### config.mk
export PLATFORM = sky130hd
export DESIGN_NAME = pinctrl_top
export DESIGN_NICKNAME = d
export VERILOG_FILES = /design/src/rtl/pinctrl_pkg.sv /design/src/rtl/pinctrl_bank.sv /design/src/rtl/pinctrl_sync.sv /design/src/rtl/pinctrl_ctrl.sv /design/src/rtl/pinctrl_top.sv
export SDC_FILE = /design/constraint.sdc
export NUM_CORES = 2
export LEC_CHECK = 0
export ABC_AREA = 1
export BUFFER_PORTS_ARGS = -buffer_cell sky130_fd_sc_hd__buf_2
export CORE_AREA = 3 3 325 327
export DETAILED_ROUTE_END_ITERATION = 12
export DIE_AREA = 0 0 328 330
export GPL_ROUTABILITY_DRIVEN = 0
export PLACE_DENSITY = 0.64
export SLEW_MARGIN = 20
export SYNTH_ARGS = -nofsm -noshare
export SYNTH_HDL_FRONTEND = slang
export SYNTH_SLANG_ARGS = --single-unit
### constraint.sdc
create_clock -name clk -period 4 [get_ports clk]
set_input_delay 0.2 -clock clk [delete_from_list [all_inputs] [get_ports clk]]
set_output_delay 0.2 -clock clk [all_outputs]
set_load 0.1 [all_outputs]
### src/rtl/pinctrl_pkg.sv
// Shared definitions for the pad configuration controller: address
// decode fields, alias operations and control-bit positions.
package pinctrl_pkg;

    localparam int REG_W = 32;

    // Alias operation carried in address bits [3:2].
    typedef enum logic [1:0] {
        OP_BASE = 2'd0,
        OP_SET  = 2'd1,
        OP_CLR  = 2'd2,
        OP_RSVD = 2'd3
    } alias_op_e;

    // Register kind carried in address bits [11:8].
    typedef enum logic [3:0] {
        K_CTRL  = 4'h0,
        K_FUNC  = 4'h1,
        K_DRIVE = 4'h2,
        K_PULL  = 4'h3,
        K_DOUT  = 4'h4,
        K_DOE   = 4'h5,
        K_DIN   = 4'h6
    } reg_kind_e;

    localparam int CTRL_RST_BIT  = 31;
    localparam int CTRL_GATE_BIT = 30;

endpackage

### src/rtl/pinctrl_bank.sv
// Banked field storage. Holds NUM_FIELDS fields of FIELD_W bits, laid
// out REG_W/PITCH per register at a pitch of PITCH bits. It applies
// base/set/clear writes and returns a combinational read of one register.
// Assumes: wr_en is already qualified by the top (kind, reset, gate).
module pinctrl_bank
    import pinctrl_pkg::*;
#(
    parameter int NUM_FIELDS = 96,
    parameter int FIELD_W    = 2,
    parameter int PITCH      = 2,
    parameter int IDX_W      = 4
) (
    input  logic                          clk,
    input  logic                          rst_n,
    input  logic                          clr_all,
    input  logic                          hold,
    input  logic                          wr_en,
    input  logic [IDX_W-1:0]              wr_idx,
    input  alias_op_e                     wr_op,
    input  logic [REG_W-1:0]              wr_data,
    input  logic [IDX_W-1:0]              rd_idx,
    output logic [REG_W-1:0]              rd_data,
    output logic [NUM_FIELDS*FIELD_W-1:0] fields_o
);

    localparam int FPR = REG_W / PITCH;

    logic unused_wdata;
    assign unused_wdata = ^wr_data;

    for (genvar f = 0; f < NUM_FIELDS; f++) begin : g_field
        localparam int RIDX = f / FPR;
        localparam int POS  = (f % FPR) * PITCH;
        logic [FIELD_W-1:0] cur;
        logic               hit;

        assign hit = wr_en && (wr_idx == IDX_W'(RIDX));

        // Field register: clear on reset or soft reset, update on an aliased write.
        always_ff @(posedge clk) begin
            if (!rst_n) begin
                cur <= '0;
            end else if (clr_all) begin
                cur <= '0;
            end else if (!hold && hit) begin
                case (wr_op)
                    OP_BASE: cur <= wr_data[POS +: FIELD_W];
                    OP_SET:  cur <= cur | wr_data[POS +: FIELD_W];
                    OP_CLR:  cur <= cur & ~wr_data[POS +: FIELD_W];
                    default: cur <= cur;
                endcase
            end
        end

        assign fields_o[f*FIELD_W +: FIELD_W] = cur;
    end

    // Read assembly: place each field of the selected register at its position.
    always_comb begin
        rd_data = '0;
        for (int f = 0; f < NUM_FIELDS; f++) begin
            if (rd_idx == IDX_W'(f / FPR)) begin
                rd_data[(f % FPR) * PITCH +: FIELD_W] = fields_o[f*FIELD_W +: FIELD_W];
            end
        end
    end

endmodule

### src/rtl/pinctrl_sync.sv
// Two-flop synchroniser for the pad inputs. It clears on soft reset and
// freezes while the clock gate is set. Assumes pad inputs are asynchronous.
module pinctrl_sync #(
    parameter int WIDTH = 96
) (
    input  logic             clk,
    input  logic             rst_n,
    input  logic             clr,
    input  logic             hold,
    input  logic [WIDTH-1:0] d,
    output logic [WIDTH-1:0] q
);

    logic [WIDTH-1:0] meta;

    // Two-stage capture with clear and hold.
    always_ff @(posedge clk) begin
        if (!rst_n || clr) begin
            meta <= '0;
            q    <= '0;
        end else if (!hold) begin
            meta <= d;
            q    <= meta;
        end
    end

endmodule

### src/rtl/pinctrl_ctrl.sv
// Control register holding the soft-reset and clock-gate bits.
// While soft reset is set, the gate bit is forced on the next clock.
// Assumes wr_en is already decoded to the control address.
module pinctrl_ctrl
    import pinctrl_pkg::*;
(
    input  logic             clk,
    input  logic             rst_n,
    input  logic             wr_en,
    input  alias_op_e        wr_op,
    input  logic [REG_W-1:0] wr_data,
    output logic             srst_o,
    output logic             gate_o
);

    logic [1:0] cur;
    logic [1:0] wbits;
    logic [1:0] nxt;
    logic       unused_wdata;

    assign unused_wdata = ^wr_data;
    assign cur   = {srst_o, gate_o};
    assign wbits = {wr_data[CTRL_RST_BIT], wr_data[CTRL_GATE_BIT]};

    // Apply the alias operation to the two live bits.
    always_comb begin
        case (wr_op)
            OP_BASE: nxt = wbits;
            OP_SET:  nxt = cur | wbits;
            OP_CLR:  nxt = cur & ~wbits;
            default: nxt = cur;
        endcase
    end

    // State update; an active soft reset wins over any write to the gate bit.
    always_ff @(posedge clk) begin
        if (!rst_n) begin
            srst_o <= 1'b0;
            gate_o <= 1'b0;
        end else begin
            if (wr_en) begin
                srst_o <= nxt[1];
            end
            if (srst_o) begin
                gate_o <= 1'b1;
            end else if (wr_en) begin
                gate_o <= nxt[0];
            end
        end
    end

endmodule

### src/rtl/pinctrl_top.sv
// Pad configuration controller top. It decodes the register port into
// the five field banks and the control register, synchronises pad
// inputs and registers the read data. Assumes one access per cycle
// and a word-aligned address.
module pinctrl_top
    import pinctrl_pkg::*;
#(
    parameter int NUM_PINS = 96,
    parameter int ADDR_W   = 12
) (
    input  logic                  clk,
    input  logic                  rst_n,
    input  logic                  bus_sel,
    input  logic                  bus_wr,
    input  logic [ADDR_W-1:0]     bus_addr,
    input  logic [31:0]           bus_wdata,
    output logic [31:0]           bus_rdata,
    input  logic [NUM_PINS-1:0]   pad_in,
    output logic [NUM_PINS-1:0]   pad_out,
    output logic [NUM_PINS-1:0]   pad_oe,
    output logic [NUM_PINS-1:0]   pad_pull,
    output logic [2*NUM_PINS-1:0] pad_drive,
    output logic [2*NUM_PINS-1:0] pad_func
);

    localparam int IDX_W    = 4;
    localparam int BIT_REGS = (NUM_PINS + REG_W - 1) / REG_W;
    localparam int DIN_W    = BIT_REGS * REG_W;

    reg_kind_e         kind;
    logic [IDX_W-1:0]  idx;
    alias_op_e         op;
    logic              wr_cyc;
    logic              wr_ok;
    logic              srst_q;
    logic              gate_q;
    logic [NUM_PINS-1:0] din_sync;
    logic [DIN_W-1:0]  din_wide;
    logic [31:0]       rd_func, rd_drv, rd_pull, rd_dout, rd_doe, rd_din;
    logic [31:0]       rd_mux;
    logic              unused_addr;

    assign kind        = reg_kind_e'(bus_addr[11:8]);
    assign idx         = bus_addr[7:4];
    assign op          = alias_op_e'(bus_addr[3:2]);
    assign unused_addr = ^bus_addr[1:0];
    assign wr_cyc      = bus_sel && bus_wr;
    assign wr_ok       = wr_cyc && !srst_q && !gate_q;

    pinctrl_ctrl u_ctrl (
        .clk     (clk),
        .rst_n   (rst_n),
        .wr_en   (wr_cyc && (kind == K_CTRL) && (idx == '0)),
        .wr_op   (op),
        .wr_data (bus_wdata),
        .srst_o  (srst_q),
        .gate_o  (gate_q)
    );

    pinctrl_bank #(.NUM_FIELDS(NUM_PINS), .FIELD_W(2), .PITCH(2), .IDX_W(IDX_W)) u_func (
        .clk(clk), .rst_n(rst_n), .clr_all(srst_q), .hold(gate_q),
        .wr_en(wr_ok && (kind == K_FUNC)), .wr_idx(idx), .wr_op(op), .wr_data(bus_wdata),
        .rd_idx(idx), .rd_data(rd_func), .fields_o(pad_func)
    );

    pinctrl_bank #(.NUM_FIELDS(NUM_PINS), .FIELD_W(2), .PITCH(4), .IDX_W(IDX_W)) u_drive (
        .clk(clk), .rst_n(rst_n), .clr_all(srst_q), .hold(gate_q),
        .wr_en(wr_ok && (kind == K_DRIVE)), .wr_idx(idx), .wr_op(op), .wr_data(bus_wdata),
        .rd_idx(idx), .rd_data(rd_drv), .fields_o(pad_drive)
    );

    pinctrl_bank #(.NUM_FIELDS(NUM_PINS), .FIELD_W(1), .PITCH(1), .IDX_W(IDX_W)) u_pull (
        .clk(clk), .rst_n(rst_n), .clr_all(srst_q), .hold(gate_q),
        .wr_en(wr_ok && (kind == K_PULL)), .wr_idx(idx), .wr_op(op), .wr_data(bus_wdata),
        .rd_idx(idx), .rd_data(rd_pull), .fields_o(pad_pull)
    );

    pinctrl_bank #(.NUM_FIELDS(NUM_PINS), .FIELD_W(1), .PITCH(1), .IDX_W(IDX_W)) u_dout (
        .clk(clk), .rst_n(rst_n), .clr_all(srst_q), .hold(gate_q),
        .wr_en(wr_ok && (kind == K_DOUT)), .wr_idx(idx), .wr_op(op), .wr_data(bus_wdata),
        .rd_idx(idx), .rd_data(rd_dout), .fields_o(pad_out)
    );

    pinctrl_bank #(.NUM_FIELDS(NUM_PINS), .FIELD_W(1), .PITCH(1), .IDX_W(IDX_W)) u_doe (
        .clk(clk), .rst_n(rst_n), .clr_all(srst_q), .hold(gate_q),
        .wr_en(wr_ok && (kind == K_DOE)), .wr_idx(idx), .wr_op(op), .wr_data(bus_wdata),
        .rd_idx(idx), .rd_data(rd_doe), .fields_o(pad_oe)
    );

    pinctrl_sync #(.WIDTH(NUM_PINS)) u_sync (
        .clk(clk), .rst_n(rst_n), .clr(srst_q), .hold(gate_q),
        .d(pad_in), .q(din_sync)
    );

    assign din_wide = DIN_W'(din_sync);

    // Input-data read: select one 32-bit slice of the synchronised inputs.
    always_comb begin
        rd_din = '0;
        for (int k = 0; k < BIT_REGS; k++) begin
            if (idx == IDX_W'(k)) begin
                rd_din = din_wide[k*REG_W +: REG_W];
            end
        end
    end

    // Read multiplexer across register kinds.
    always_comb begin
        case (kind)
            K_CTRL:  rd_mux = (idx == '0) ? {srst_q, gate_q, 30'b0} : 32'b0;
            K_FUNC:  rd_mux = rd_func;
            K_DRIVE: rd_mux = rd_drv;
            K_PULL:  rd_mux = rd_pull;
            K_DOUT:  rd_mux = rd_dout;
            K_DOE:   rd_mux = rd_doe;
            K_DIN:   rd_mux = rd_din;
            default: rd_mux = 32'b0;
        endcase
    end

    // Registered read data, updated only on a read cycle.
    always_ff @(posedge clk) begin
        if (!rst_n) begin
            bus_rdata <= '0;
        end else if (bus_sel && !bus_wr) begin
            bus_rdata <= rd_mux;
        end
    end

endmodule

* After elaboration in Yosys (flattened, before gate mapping)
Index checks and enable logic that the tools add are counted.
** Storage, ports and cells
- Register bits :: 898
- Input port bits :: 144
- Output and inout port bits :: 704
- Logic and storage cells :: 2589
** Operators by class
- Eq/ne operators :: 19
- Mux-type cells :: 968
- Bitwise gates (word level) :: 1011
- Reductions and logical operators :: 106
** Operators by type and width (number)
- $pmux W2 S3 :: 193
- $pmux W1 S3 :: 288
- $and A2 B2 Y2 :: 193
- $or A2 B2 Y2 :: 193
- $mux W2 :: 192
- $mux W1 :: 290
- $and A1 B1 Y1 :: 288
- $or A1 B1 Y1 :: 288
- $pmux W32 S7 :: 1
- $mux W32 :: 4
- $logic_and A1 B1 Y1 :: 65
- $reduce_and A2 Y1 :: 29
- $not A1 Y1 :: 33
- $not A2 Y2 :: 16
- $eq A4 B3 Y1 const B :: 7
- $eq A4 B2 Y1 const B :: 4
- $eq A4 B4 Y1 const B :: 4
- $eq A4 B1 Y1 const B :: 2
- $logic_not A4 Y1 :: 2
- $logic_not A1 Y1 :: 4
- $reduce_bool A4 Y1 :: 1
- $reduce_bool A3 Y1 :: 1
- $eq A2 B1 Y1 const B :: 1
- $eq A2 B2 Y1 const B :: 1
- other kinds (4) :: 4

* Longest topological paths before layout
- Word-level depth :: 14
- Mapped depth :: 16
- Depth with buffers taken out :: 16

* By module
Synthesis repeated with hierarchy kept, for this count alone.
** Unflattened totals
- Cell total of the unflattened synthesis :: 8419
- Area, all modules :: 52684.3 um^2
** By module, submodules not included
- pinctrl_bank at u_doe ... :: instances 2, cells each 1173, area an instance 6764.0 um^2, sequential area each 1921.8 um^2
- pinctrl_bank at u_func :: instances 1, cells each 2081, area an instance 12101.6 um^2, sequential area each 3843.7 um^2
- pinctrl_bank at u_drive :: instances 1, cells each 1304, area an instance 9845.7 um^2, sequential area each 3843.7 um^2
- pinctrl_sync :: instances 1, cells each 834, area an instance 6702.7 um^2, sequential area each 3843.7 um^2
- pinctrl_bank at u_pull :: instances 1, cells each 1138, area an instance 6682.7 um^2, sequential area each 1921.8 um^2
- pinctrl_top :: instances 1, cells each 685, area an instance 3627.2 um^2, sequential area each 640.6 um^2
- pinctrl_ctrl :: instances 1, cells each 31, area an instance 196.4 um^2, sequential area each 40.0 um^2

* Worst setup path after synthesis
OpenSTA, ideal clock, no wires.
- Kind :: input to register
- Start :: input bus_addr[2]
- End :: register u_doe.g_field[29].cur
- Arrival time :: 1865 ps
- Setup slack :: 1986 ps
- Cell stages on the path :: 10
- Path through :: inv_1 ha_1 buf_2 inv_1 nor2_1 clkbuf_1 o21ai_0 o21ai_1 clkbuf_1 a221oi_1
** Between the ends
- Cells in the longest elaborated chain, start to end :: 3
- Elaborated cells on any way between the ends :: 6
** RTL lines
- start: declaration :: RTL line pinctrl_top.sv:15 : input logic [ADDR_W-1:0] bus_addr,
- $eq A2 B1 Y1 (tied with other cells) :: RTL line pinctrl_bank.sv:46 : case (wr_op)
- $reduce_bool A3 Y1 (no line)
- $reduce_and A2 Y1 (no line)
- end signal: assignment :: RTL line pinctrl_bank.sv:47 : OP_BASE: cur <= wr_data[POS +: FIELD_W];
- end signal: assignment :: RTL line pinctrl_bank.sv:48 : OP_SET: cur <= cur | wr_data[POS +: FIELD_W];
- end signal: assignment :: RTL line pinctrl_bank.sv:49 : OP_CLR: cur <= cur & ~wr_data[POS +: FIELD_W];
- end: declaration :: RTL line pinctrl_bank.sv:34 : logic [FIELD_W-1:0] cur;
Parallel ways exist; a longest one is shown, timed or not.
A chain may end at the register's enable or synchronous reset.

* Worst setup path in the final report
- Start :: register u_ctrl.srst_o
- End :: register u_doe.g_field[79].cur
** Between the ends
- Cells in the longest elaborated chain, start to end :: 7
- Elaborated cells on any way between the ends :: 8
** RTL lines
- start: declaration :: RTL line pinctrl_ctrl.sv:12 : output logic srst_o,
- start signal: assignment :: RTL line pinctrl_ctrl.sv:42 : srst_o <= nxt[1];
- $logic_not A1 Y1 :: RTL line pinctrl_top.sv:48 : assign wr_ok = wr_cyc && !srst_q && !gate_q;
- $logic_and A1 B1 Y1 (2 in a row) :: RTL line pinctrl_top.sv:48
- $logic_and A1 B1 Y1 :: RTL line pinctrl_top.sv:86 : .wr_en(wr_ok && (kind == K_DOE)), .wr_idx(idx), .wr_op(op), .wr_data(bus_wdata),
- $logic_and A1 B1 Y1 :: RTL line pinctrl_bank.sv:37 : assign hit = wr_en && (wr_idx == IDX_W'(RIDX));
- $logic_and A1 B1 Y1 :: RTL line pinctrl_bank.sv:45 : end else if (!hold && hit) begin
- $reduce_and A2 Y1 (no line)
- end signal: assignment :: RTL line pinctrl_bank.sv:47
- end signal: assignment :: RTL line pinctrl_bank.sv:48
- end signal: assignment :: RTL line pinctrl_bank.sv:49
- end: declaration :: RTL line pinctrl_bank.sv:34
Parallel ways exist; a longest one is shown, timed or not.

==> load_flow_metrics.sql <==
INSERT INTO impl_metrics (metric_group, metric, value, unit) VALUES
('timing', 'final.setup.tns', '0', 'ns'),
('power', 'p_leak', '19.17', 'nW'),
('cells_and_area', 'layoutNonFillerInstCount', '7459', ''),
('timing', 'rsz0062_at_grt', 'false', ''),
('power', 'totalPowerFinal', '20.61', 'mW'),
('drt', 'routed_wirelength', '213000', 'um'),
('die', 'placement_rows', '118', ''),
('power', 'peakVddDrop', '0.3559', 'mV'),
('synth', 'syn_area_per_cell', '7.725', 'um2'),
('clock_tree', 'cts_tree', 'done', ''),
('cells_and_area', 'areaGrowthSynthToFinish', '17.89', '%'),
('setup_path', 'worst_r2r_startpoint', 'u_ctrl.srst_o', ''),
('timing', 'worst_max_slew_pin_slew', '1.219', 'ns'),
('global_routing', 'global_route_usage_sum', '37.44', '%'),
('setup_path', 'worst-path-max-fanout', '24', ''),
('cells_and_area', 'multi_input_area', '0.01845', 'mm2'),
('cells_and_area', 'seq_area', '0.01798', 'mm2'),
('clock_tree', 'clkTransAtPathRegs', '0.06', 'ns'),
('clock_tree', 'clk-insertion-delay-late', '0.71', 'ns'),
('synth', 'summed_instance_area_of_the_synthesized_netlist', '0.04329', 'mm2'),
('clock_tree', 'clock_sinks', '898', ''),
('clock_tree', 'ctsRootBufferMaster', 'sky130_fd_sc_hd__clkbuf_16', ''),
('drt', 'drc_errors', '0', ''),
('synth', 'ys_ff_latch', '898', ''),
('placed_design', 'place_inst', '7140', ''),
('synth', 'ys_types', '41', ''),
('timing', 'final-setup-viol-count', '0', ''),
('hold_path', 'min-delay-path-class', 'input port to flip-flop', ''),
('setup_path', 'worstSetupPathType', 'flip-flop to flip-flop', ''),
('timing', 'final_max_slew_viol_count', '0', ''),
('drt', 'detailedRoute.firstIterationViolations', '6519', ''),
('power', 'power-per-cell-area', '403.8', 'mW/mm2'),
('cells_and_area', 'most_common_library_cell_in_the_layout_ignoring_fill_and_taps', 'sky130_fd_sc_hd__nand2_1', ''),
('timing', 'hold_viol_final', '0', ''),
('clock_tree', 'cts.path.max_buffers', '3', ''),
('synth', 'ys_seq_area_share', '41.53', '%'),
('setup_path', 'cp-startpoint', 'u_ctrl.srst_o', ''),
('setup_path', 'worstPathArrival', '3.23', 'ns'),
('die', 'dieWidth', '328', 'um'),
('cells_and_area', 'utilization', '49.45', '%'),
('die', 'core', '0.1032', 'mm2'),
('cells_and_area', 'final_nets', '6132', ''),
('global_routing', 'grt_remaining_overflow', '0', ''),
('setup_path', 'critical_path.startpoint_type', 'flip-flop', ''),
('global_routing', 'antenna_found_initial', '22', ''),
('global_routing', 'wire_length_of_the_first_global_routing_pass', '294200', 'um'),
('hold_path', 'worstHoldStart', 'bus_wr', ''),
('timing', 'largest_clock_skew_in_the_final_design', '0.02807', 'ns'),
('flow_run', 'maxCapViolations', '0', ''),
('clock_tree', 'h_tree_depth', '3', ''),
('placed_design', 'count_of_input_and_output_buffers', '845', ''),
('die', 'die_height', '330', 'um'),
('synth', 'synthCells', '5604', ''),
('setup_path', 'end_kind', 'flip-flop', ''),
('hold_path', 'min_delay_path_depth', '5', ''),
('die', 'floorplan.io_pins', '848', ''),
('global_routing', 'via_count_of_the_first_global_routing_pass', '39893', ''),
('clock_tree', 'cts_inserted_buffers', '104', ''),
('drt', 'via_per_inst', '5.956', ''),
('drt', 'residual_antenna_violating_net_count_after_detailed_routing', '0', ''),
('synth', 'synth_fp_nets', '5752', ''),
('die', 'start_util', '41.95', '%'),
('drt', 'avgRoutedWirePerCell', '28.55', 'um'),
('synth', 'yosysWarningCount', '0', ''),
('run_status', 'status', 'completed', ''),
('timing', 'max-slew-margin-rel', '18.70', '%'),
('die', 'design.die.area', '0.1082', 'mm2'),
('timing', 'final_cycle_share', '66.10', '%'),
('drt', 'num_vias', '44427', ''),
('timing', 'timing.final.crit_period', '2.644', 'ns'),
('cells_and_area', 'layout_cells_sized_above_1', '22.87', '%'),
('timing', 'worst_hold_slack', '0.06320', 'ns'),
('setup_path', 'ff2ff_path_depth', '8', ''),
('drt', 'drt-pass1-iter-count', '8', ''),
('setup_path', 'critical_path_required', '4.58', 'ns'),
('global_routing', 'maximum_number_of_pins_on_one_net_before_global_route_repair', '191', ''),
('cells_and_area', 'fillCellCount', '10088', ''),
('timing', 'fmaxAchievable', '0.3782', 'GHz'),
('placed_design', 'post_detailed_placement_half_perimeter_wirelength', '149800', 'um'),
('cells_and_area', 'layout_common_cells', 'sky130_fd_sc_hd__nand2_1 (1460), sky130_fd_sc_hd__dfxtp_1 (897), sky130_fd_sc_hd__buf_2 (845)', '');
==> worst max-delay path, cell delays in order, from the launching register on <==
cell and delay, ns:
sky130_fd_sc_hd__dfxtp_1 0.31, sky130_fd_sc_hd__inv_2 0.12, sky130_fd_sc_hd__nand2_1 0.09, sky130_fd_sc_hd__nor2_2 0.28, sky130_fd_sc_hd__nand2_1 0.25, sky130_fd_sc_hd__nor2_4 0.68, sky130_fd_sc_hd__buf_4 0.42, sky130_fd_sc_hd__nand2_1 0.09
sky130_fd_sc_hd__a221oi_1 0.28
==> metal layers <==
metal	global-route usage (%)	part of all wire, %
met1	47.24	38
met2	55.73	42
met3	12.43	13
met4	21.79	7.2
met5	0	0.067
==> worst paths after layout <==
path	endpoint	slack, ns
worst max-delay path	u_doe.g_field[79].cur	1.36
worst min-delay path	u_ctrl.srst_o	0.06
worst max register to register	u_doe.g_field[79].cur	1.36
worst min register to register	u_sync.q[23]	0.46
==> sequential cells by signal (all words and copies together) (netlist names) <==
| register | cells |
|---|---|
| u_func.g_field.cur | 192 |
| u_sync.meta | 96 |
| u_doe.g_field.cur | 96 |
| u_pull.g_field.cur | 96 |
| bus_rdata | 32 |
| u_drive.g_field.cur | 192 |
| u_ctrl.gate_o | 1 |
| u_ctrl.srst_o | 1 |
| u_sync.q | 96 |
| u_dout.g_field.cur | 96 |
==> layout make-up <==
type	instances	area share, %
Timing Repair Buffer	1072	12.83
Multi-Input combinational cell	3151	36.15
Sequential cell	898	35.23
Inverter	757	5.577
Tap cell	1380	3.383
Clock inverter	38	0.7478
Antenna cell	9	0.04413
Clock buffer	154	6.041
==> stage by stage <==
stage | setup slack (ns) | area (um2)
after global placement | 1.101 | 46330
after floorplan | 1.986 | 43290
after global routing | 1.195 | 51030
after CTS | 1.350 | 50970
final | 1.356 | 51040
after detailed placement | 1.107 | 46330
==> synthesized netlist by cell type (all sizes together) <==
| master | n | area share (%) |
|---|---|---|
| a211oi | 3 | 0.052 |
| a21oi | 328 | 3.8 |
| a221oi | 675 | 16 |
| a22o | 1 | 0.020 |
| a31oi | 4 | 0.058 |
| buf | 454 | 7.0 |
| clkbuf | 344 | 3.0 |
| clkinv | 1 | 0.0087 |
| dfxtp | 898 | 42 |
| ha | 4 | 0.12 |
| inv | 756 | 6.6 |
| nand2 | 1468 | 13 |
| nand3 | 43 | 0.53 |
| nand4 | 26 | 0.38 |
| nor2 | 153 | 1.9 |
| nor3 | 7 | 0.16 |
| o2111a | 4 | 0.10 |
| o2111ai | 3 | 0.061 |
| o211a | 1 | 0.023 |
| o211ai | 46 | 0.80 |
| o21ai | 233 | 2.7 |
| o221ai | 16 | 0.32 |
| o22ai | 134 | 1.9 |
| o31ai | 1 | 0.017 |
| or2 | 1 | 0.014 |
==> what timing repair did <==
action | in CTS | in global routing
hold buffers | 117 | 0
resized for setup | 0 | 0
setup buffers | 0 | 0
hold endpoints to repair | 347 | 0
==> where the power goes <==
group | switching [mW] | internal (mW)
registers | 0.0550 | 9.04
clock network | 4.16 | 5.61
logic | 1.39 | 0.350
total | 5.61 | 15.0
==> cells by family after synthesis <==
family / share of synthesized area (%)
AOI/OAI and AO/OA: 26.02
adders and majority gates: 0.1156
buffers and inverters: 16.57
DFF: 41.53
and+or+nand+nor: 15.77
No activity file was read; power rests on OpenSTA's default activity.
